<file path="src/rtl/apc_pkg.sv">
// Package: shared types for the accumulative parallel counter.
// Assumes nothing beyond standard SystemVerilog.
package apc_pkg;

    // Kind of register update selected for a cycle.
    typedef enum logic [1:0] {
        UPD_HOLD = 2'd0,
        UPD_ADD  = 2'd1,
        UPD_LOAD = 2'd2
    } upd_e;

    // Priority decode: a load wins over an enable, and an enable wins over a hold.
    function automatic upd_e pick_update(input logic ld, input logic en);
        if (ld) begin
            return UPD_LOAD;
        end
        if (en) begin
            return UPD_ADD;
        end
        return UPD_HOLD;
    endfunction

endpackage

</file>
<file path="src/rtl/apc_full_adder.sv">
// One-bit full adder cell.
// Purely combinational; assumes nothing about its neighbours.
module apc_full_adder (
    input  logic a_i,
    input  logic b_i,
    input  logic c_i,
    output logic s_o,
    output logic c_o
);

    logic half_x;

    // Sum and majority carry.
    always_comb begin
        half_x = a_i ^ b_i;
        s_o    = half_x ^ c_i;
        c_o    = (a_i & b_i) | (c_i & half_x);
    end

endmodule

</file>
<file path="src/rtl/apc_rca.sv">
// W-bit ripple-carry adder with carry-in and carry-out.
// Assumes W >= 1; the carry ripples from bit 0 upward.
module apc_rca #(
    parameter int W = 4
) (
    input  logic [W-1:0] a_i,
    input  logic [W-1:0] b_i,
    input  logic         c_i,
    output logic [W-1:0] s_o,
    output logic         c_o
);

    logic [W:0] chain;

    assign chain[0] = c_i;

    // One full-adder cell per bit position.
    for (genvar b = 0; b < W; b++) begin : g_bit
        apc_full_adder u_fa (
            .a_i(a_i[b]),
            .b_i(b_i[b]),
            .c_i(chain[b]),
            .s_o(s_o[b]),
            .c_o(chain[b+1])
        );
    end

    assign c_o = chain[W];

endmodule

</file>
<file path="src/rtl/apc_popcount_tree.sv">
// Population count of 2^CNT_W - 1 bits built from ripple-carry adders.
// Level lv (1 .. CNT_W-1) holds 2^(CNT_W-1-lv) adders, each lv bits wide.
// Each adder sums two results of the level above and takes one spare
// input bit as its carry-in. Bits 0 .. 2^(CNT_W-1)-1 are the leaf operands.
// The remaining bits are used as carry-ins, level by level.
// Assumes CNT_W >= 2.
module apc_popcount_tree #(
    parameter int CNT_W = 4
) (
    input  logic [(1<<CNT_W)-2:0] bits_i,
    output logic [CNT_W-1:0]      sum_o
);

    localparam int TREE_IN = (1 << CNT_W) - 1;

    for (genvar lv = 1; lv < CNT_W; lv++) begin : g_lvl
        localparam int NODES = 1 << (CNT_W - 1 - lv);
        localparam int CBASE = TREE_IN + 1 - (1 << (CNT_W - lv));

        logic [lv:0] node [NODES];

        for (genvar j = 0; j < NODES; j++) begin : g_node
            logic [lv-1:0] op_a;
            logic [lv-1:0] op_b;
            logic [lv-1:0] part_s;
            logic          part_c;

            if (lv == 1) begin : g_leaf
                // Leaf adders take raw input bits.
                assign op_a = bits_i[2*j];
                assign op_b = bits_i[2*j+1];
            end else begin : g_inner
                // Inner adders take two results of the level above.
                assign op_a = g_lvl[lv-1].node[2*j];
                assign op_b = g_lvl[lv-1].node[2*j+1];
            end

            apc_rca #(.W(lv)) u_add (
                .a_i(op_a),
                .b_i(op_b),
                .c_i(bits_i[CBASE+j]),
                .s_o(part_s),
                .c_o(part_c)
            );

            assign node[j] = {part_c, part_s};
        end
    end

    assign sum_o = g_lvl[CNT_W-1].node[0];

endmodule

</file>
<file path="src/rtl/acc_par_counter.sv">
// Accumulative parallel counter (top).
// Adds the number of set increment lines to a stored CNT_W-bit count on each
// enabled clock. Lines 0 .. N_INC-2 go through the adder tree, and line N_INC-1
// is the carry-in of the final adder. The final adder's carry out is
// registered as carry_o. Assumes CNT_W >= 2 and 1 <= N_INC <= 2^CNT_W.
module acc_par_counter
    import apc_pkg::*;
#(
    parameter int CNT_W = 4,
    parameter int N_INC = 16
) (
    input  logic             clk,
    input  logic             rst_n,
    input  logic             load_i,
    input  logic [CNT_W-1:0] load_val_i,
    input  logic             en_i,
    input  logic [N_INC-1:0] inc_i,
    output logic [CNT_W-1:0] count_o,
    output logic             carry_o
);

    localparam int TREE_IN = (1 << CNT_W) - 1;

    logic [TREE_IN-1:0] tree_bits;
    logic               last_inc;
    logic [CNT_W-1:0]   tree_sum;
    logic [CNT_W-1:0]   nxt_count;
    logic               nxt_carry;
    logic [CNT_W-1:0]   count_q;
    logic               carry_q;
    upd_e               upd_kind;

    // Route all but the last increment line into the tree, zero-padded.
    if (N_INC > 1) begin : g_multi
        assign tree_bits = TREE_IN'(inc_i[N_INC-2:0]);
    end else begin : g_single
        assign tree_bits = '0;
    end

    assign last_inc = inc_i[N_INC-1];

    apc_popcount_tree #(.CNT_W(CNT_W)) u_tree (
        .bits_i(tree_bits),
        .sum_o (tree_sum)
    );

    // Final adder: stored count plus tree sum plus the last line as carry-in.
    apc_rca #(.W(CNT_W)) u_final (
        .a_i(count_q),
        .b_i(tree_sum),
        .c_i(last_inc),
        .s_o(nxt_count),
        .c_o(nxt_carry)
    );

    // Select the kind of update for this cycle.
    always_comb begin
        upd_kind = pick_update(load_i, en_i);
    end

    // Count and carry registers with synchronous active-low reset.
    always_ff @(posedge clk) begin
        if (!rst_n) begin
            count_q <= '0;
            carry_q <= 1'b0;
        end else begin
            case (upd_kind)
                UPD_LOAD: begin
                    count_q <= load_val_i;
                    carry_q <= 1'b0;
                end
                UPD_ADD: begin
                    count_q <= nxt_count;
                    carry_q <= nxt_carry;
                end
                default: begin
                    count_q <= count_q;
                    carry_q <= carry_q;
                end
            endcase
        end
    end

    assign count_o = count_q;
    assign carry_o = carry_q;

    // reset clears both outputs on the next edge.
    a_r1_reset_clears: assert property (@(posedge clk)
        !rst_n |=> (count_o == '0 && !carry_o));

    // a load presets the count and clears the flag.
    a_r2_load_presets: assert property (@(posedge clk) disable iff (!rst_n)
        load_i |=> (count_o == $past(load_val_i) && !carry_o));

    // no load and no enable leaves both outputs unchanged.
    a_r5_hold_stable: assert property (@(posedge clk) disable iff (!rst_n)
        (!load_i && !en_i) |=> ($stable(count_o) && $stable(carry_o)));

    // an enabled update adds the number of set lines; the flag is the overflow.
    a_r3_r4_accumulate: assert property (@(posedge clk) disable iff (!rst_n)
        (en_i && !load_i) |=>
        ({carry_o, count_o} == ({1'b0, $past(count_o)}
                                + (CNT_W+1)'($past($countones(inc_i))))));

    // the adder tree result equals the number of ones on its inputs.
    a_r6_tree_weight: assert property (@(posedge clk) disable iff (!rst_n)
        tree_sum == CNT_W'($countones(tree_bits)));

endmodule

</file>
<file path="config.mk">
export PLATFORM = sky130hd
export DESIGN_NAME = acc_par_counter
export DESIGN_NICKNAME = d
export VERILOG_FILES = /design/src/rtl/apc_pkg.sv /design/src/rtl/apc_full_adder.sv /design/src/rtl/apc_rca.sv /design/src/rtl/apc_popcount_tree.sv /design/src/rtl/acc_par_counter.sv
export SDC_FILE = /design/constraint.sdc
export NUM_CORES = 1
export LEC_CHECK = 0
export BUFFER_PORTS_ARGS = -buffer_cell sky130_fd_sc_hd__buf_2
export CORE_MARGIN = 2
export CORE_UTILIZATION = 35
export CTS_CLUSTER_DIAMETER = 60
export DETAILED_ROUTE_END_ITERATION = 12
export GPL_TIMING_DRIVEN = 0
export HOLD_SLACK_MARGIN = 0.12
export MAX_ROUTING_LAYER = met4
export PLACE_DENSITY = 0.66
export SYNTH_ARGS = -nofsm -noshare
export SYNTH_HDL_FRONTEND = slang
export SYNTH_SLANG_ARGS = --single-unit
</file>
<file path="constraint.sdc">
create_clock -name clk -period 7.16 [get_ports clk]
set_clock_uncertainty 0.1 [all_clocks]
set_input_delay 0.716 -clock clk [delete_from_list [all_inputs] [get_ports clk]]
set_output_delay 0.716 -clock clk [all_outputs]
set_load 0.01 [all_outputs]
</file>
==> results.cfg <==
[outcome]
status = finished, final reports clean

[yosys]
yosysSeqAreaShare_pct = 15.8
synthMuxAreaShare_pct = 2.37
netlist-cell-type-count = 13
yosysWarnings = 0
synth-compound-area-share_pct = 6.32
syn_area_per_cell_um2 = 10.2
syn_inst = 62
synth_xor_area_share_pct = 0
synth.area.top_cells = fa_1, dfxtp_1, inv_1
yosysTopAreaCellShare_pct = 47.4
synth_top_family_by_area = adder cells
synth_seq_cells = 5
syn-num-nets = 101
syn_area_um2 = 633
synthSimpleGateAreaFrac_pct = 10.3
synth_top_area_cell = fa_1
synth_fa_ha_area_share_pct = 47.4

[pwr]
vdd_ir_drop_max_v = 0.000104
switchingPower_uw = 77.0
leakage_uw = 0.000446
p_per_area_nw_per_um2 = 240
clockPowerShare_pct = 17.5
seqPwrFrac_pct = 18.6
switching_share_pct = 38.9
combPwrFrac_pct = 63.9
power.internal_uw = 121

[setup_path]
crit_fanout = 1
worst-path-buf-inv = 6
crit_cells = 15
r2r-end = count_o[3]
cpMostUsedCell = fa_1
worst_r2r_path_depth = 9
critical_path_required_ps = 7220
path_cells = buf_2 > fa_1 > inv_1 > fa_1 > inv_1 > fa_1 > inv_1 > fa_1 > inv_1 > fa_1 > inv_1 > fa_1 > fa_1 > and2_2 > o31ai_1
path_class = input pin to flop
critPathArrivalTime_ps = 4410
rrSetupSlack_ps = 4700
path_delay_family = adder cells
cp-end-kind = flop
start_kind = input pin
cpMaxStageDelayCell = fa_1
rr_startpoint = count_o[0]
max_stage_delay_ps = 530

[cts]
cts_buffers = 3
cts_sinks = 5
holdBufCountCts = 0
clk-insertion-delay-late_ps = 250
h-tree-depth = 1
ctsRootBufferMaster = clkbuf_4
cts_setup_buffers = 0
cts_tree = done
path_clk_slew_ps = 50
clock_path_buffers = 2
post_cts_resized = 0

[sta]
relSlewSlack_pct = 86.7
setup_violations = 0
fin_crit_sh_pct = 60.8
worst_hold_slack_ps = 393
grt_setup_unrepaired = no
worst_pin_slew_ps = 198
finalMaxSlewViolations = 0
tns_ps = 0
hold_viol = 0
max_freq_ghz = 0.230
period_needed_ps = 4360

[finish]
finalNetCount = 133
antenna_cells = 0
area_growth_pct = 30.4
fin_util_pct = 48.4
nFillCells = 163
layout-drive-gt1-share_pct = 41.9
fin_cells = 118

[detailed_routing]
num_vias = 473
wl_met3_um = 49
routed_wl_um = 1010
drc = 0
drt_first_pass_iters = 4
ant_nets = 0
drt-vias-per-instance = 4.01
first_iter_violations = 5
wl_per_cell_um = 8.52
met2_length_um = 557
wl_met1_um = 398
top_layer = met3

[floorplanning]
start_util_pct = 37.1
io-pin-count = 29
die_area_um2 = 2170
core_area_um2 = 1710
rows = 15
dieWidth_um = 46.5
die_y_um = 46.5

[global_routing]
grt_pass1_wl_um = 1670
first_global_vias = 444
gr-total-overflow = 0
grt_util_all_layers_pct = 11.4
antenna_found_initial = 0
grt_max_degree = 10

[worst_hold_path]
hold_path_class = flop to flop
hp-start = carry_o
holdPathStages = 2
hold-path-endpoint = carry_o

[place]
hpwl_um = 925
gp_congestion = 0.690
post-place-cells = 114
port_buffers = 27

[flow_run]
drv_cap = 0
[synthesized netlist by cell type (all sizes together)]
cell,number
buf,5
nand3,3
and2,3
dfxtp,5
mux2,1
a211oi,1
nor2,4
nand2b,2
fa,15
inv,19
o31ai,3
o211a,1
[power by group through the flow]
stage | Combinational (uW) | Clock [uW] | Sequential [uW]
after detailed placement | 131 | 0 | 37.4
final | 127 | 34.6 | 36.8
after global routing | 153 | 38.9 | 37.5
after floorplan | 101 | 0 | 36.7
after global placement | 129 | 0 | 37.2
after CTS | 132 | 35.5 | 36.9
[final cells by class]
type / instances / area, um2 / share of cell area (%)
buffer: 5 / 41.3 / 5.00
clock buffer: 4 / 26.3 / 3.18
inverter: 19 / 71.3 / 8.64
multi-input combinational: 33 / 420 / 50.9
sequential: 5 / 100 / 12.1
tap: 25 / 31.3 / 3.79
timing repair buffer: 27 / 135 / 16.4
[cell usage in the layout (no fill, tap or decap)]
cell,instances
buf_4,4
clkbuf_4,3
clkbuf_1,1
buf_2,27
nor2_1,4
dfxtp_1,5
and2_2,3
fa_1,15
o31ai_1,3
inv_1,19
buf_6,1
nand2b_1,2
o211a_1,1
mux2_4,1
nand3_1,3
a211oi_1,1
[cell families (layout without fill, tap and decap cells)]
group | count (synthesis) | in the layout
buf+inv | 24 | 55
fa+ha+maj | 15 | 15
simple gates | 12 | 12
compound gates | 5 | 5
flops | 5 | 5
mux | 1 | 1
[through the flow]
step,area [um2],setup WS (ps),power [uW]
after floorplan,633,2800,138
after global placement,800,2570,166
after detailed placement,800,2550,168
after CTS,826,2780,204
after global routing,826,2660,229
final,826,2800,198
[sequential cells by signal, indices dropped and copies added (netlist names)]
name,cells
count_o,4
carry_o,1
[worst register-to-register path, stage by stage, from the launching register on]
cell and delay, ps:
dfxtp_1 340, inv_1 60, fa_1 350, inv_1 80
fa_1 170, inv_1 50, fa_1 410, fa_1 450
and2_2 180, o31ai_1 190
[layer usage]
metal	track usage (%)	vias up
li1	-	238
met4	3.43	0
met3	4.71	0
met1	12.3	223
met2	19.2	12
met5	-	-
[worst max path at each step]
stage / endpoint / startpoint / slack [ps]
2_1_floorplan: count_o[3] / inc_i[0] / 2800
3_3_place_gp: count_o[3] / inc_i[0] / 2570
3_5_place_dp: count_o[3] / inc_i[0] / 2550
4_1_cts: count_o[3] / inc_i[0] / 2780
5_1_grt: count_o[3] / inc_i[0] / 2660
6_report: count_o[3] / inc_i[0] / 2800
No activity file was read; power rests on OpenSTA's default activity.
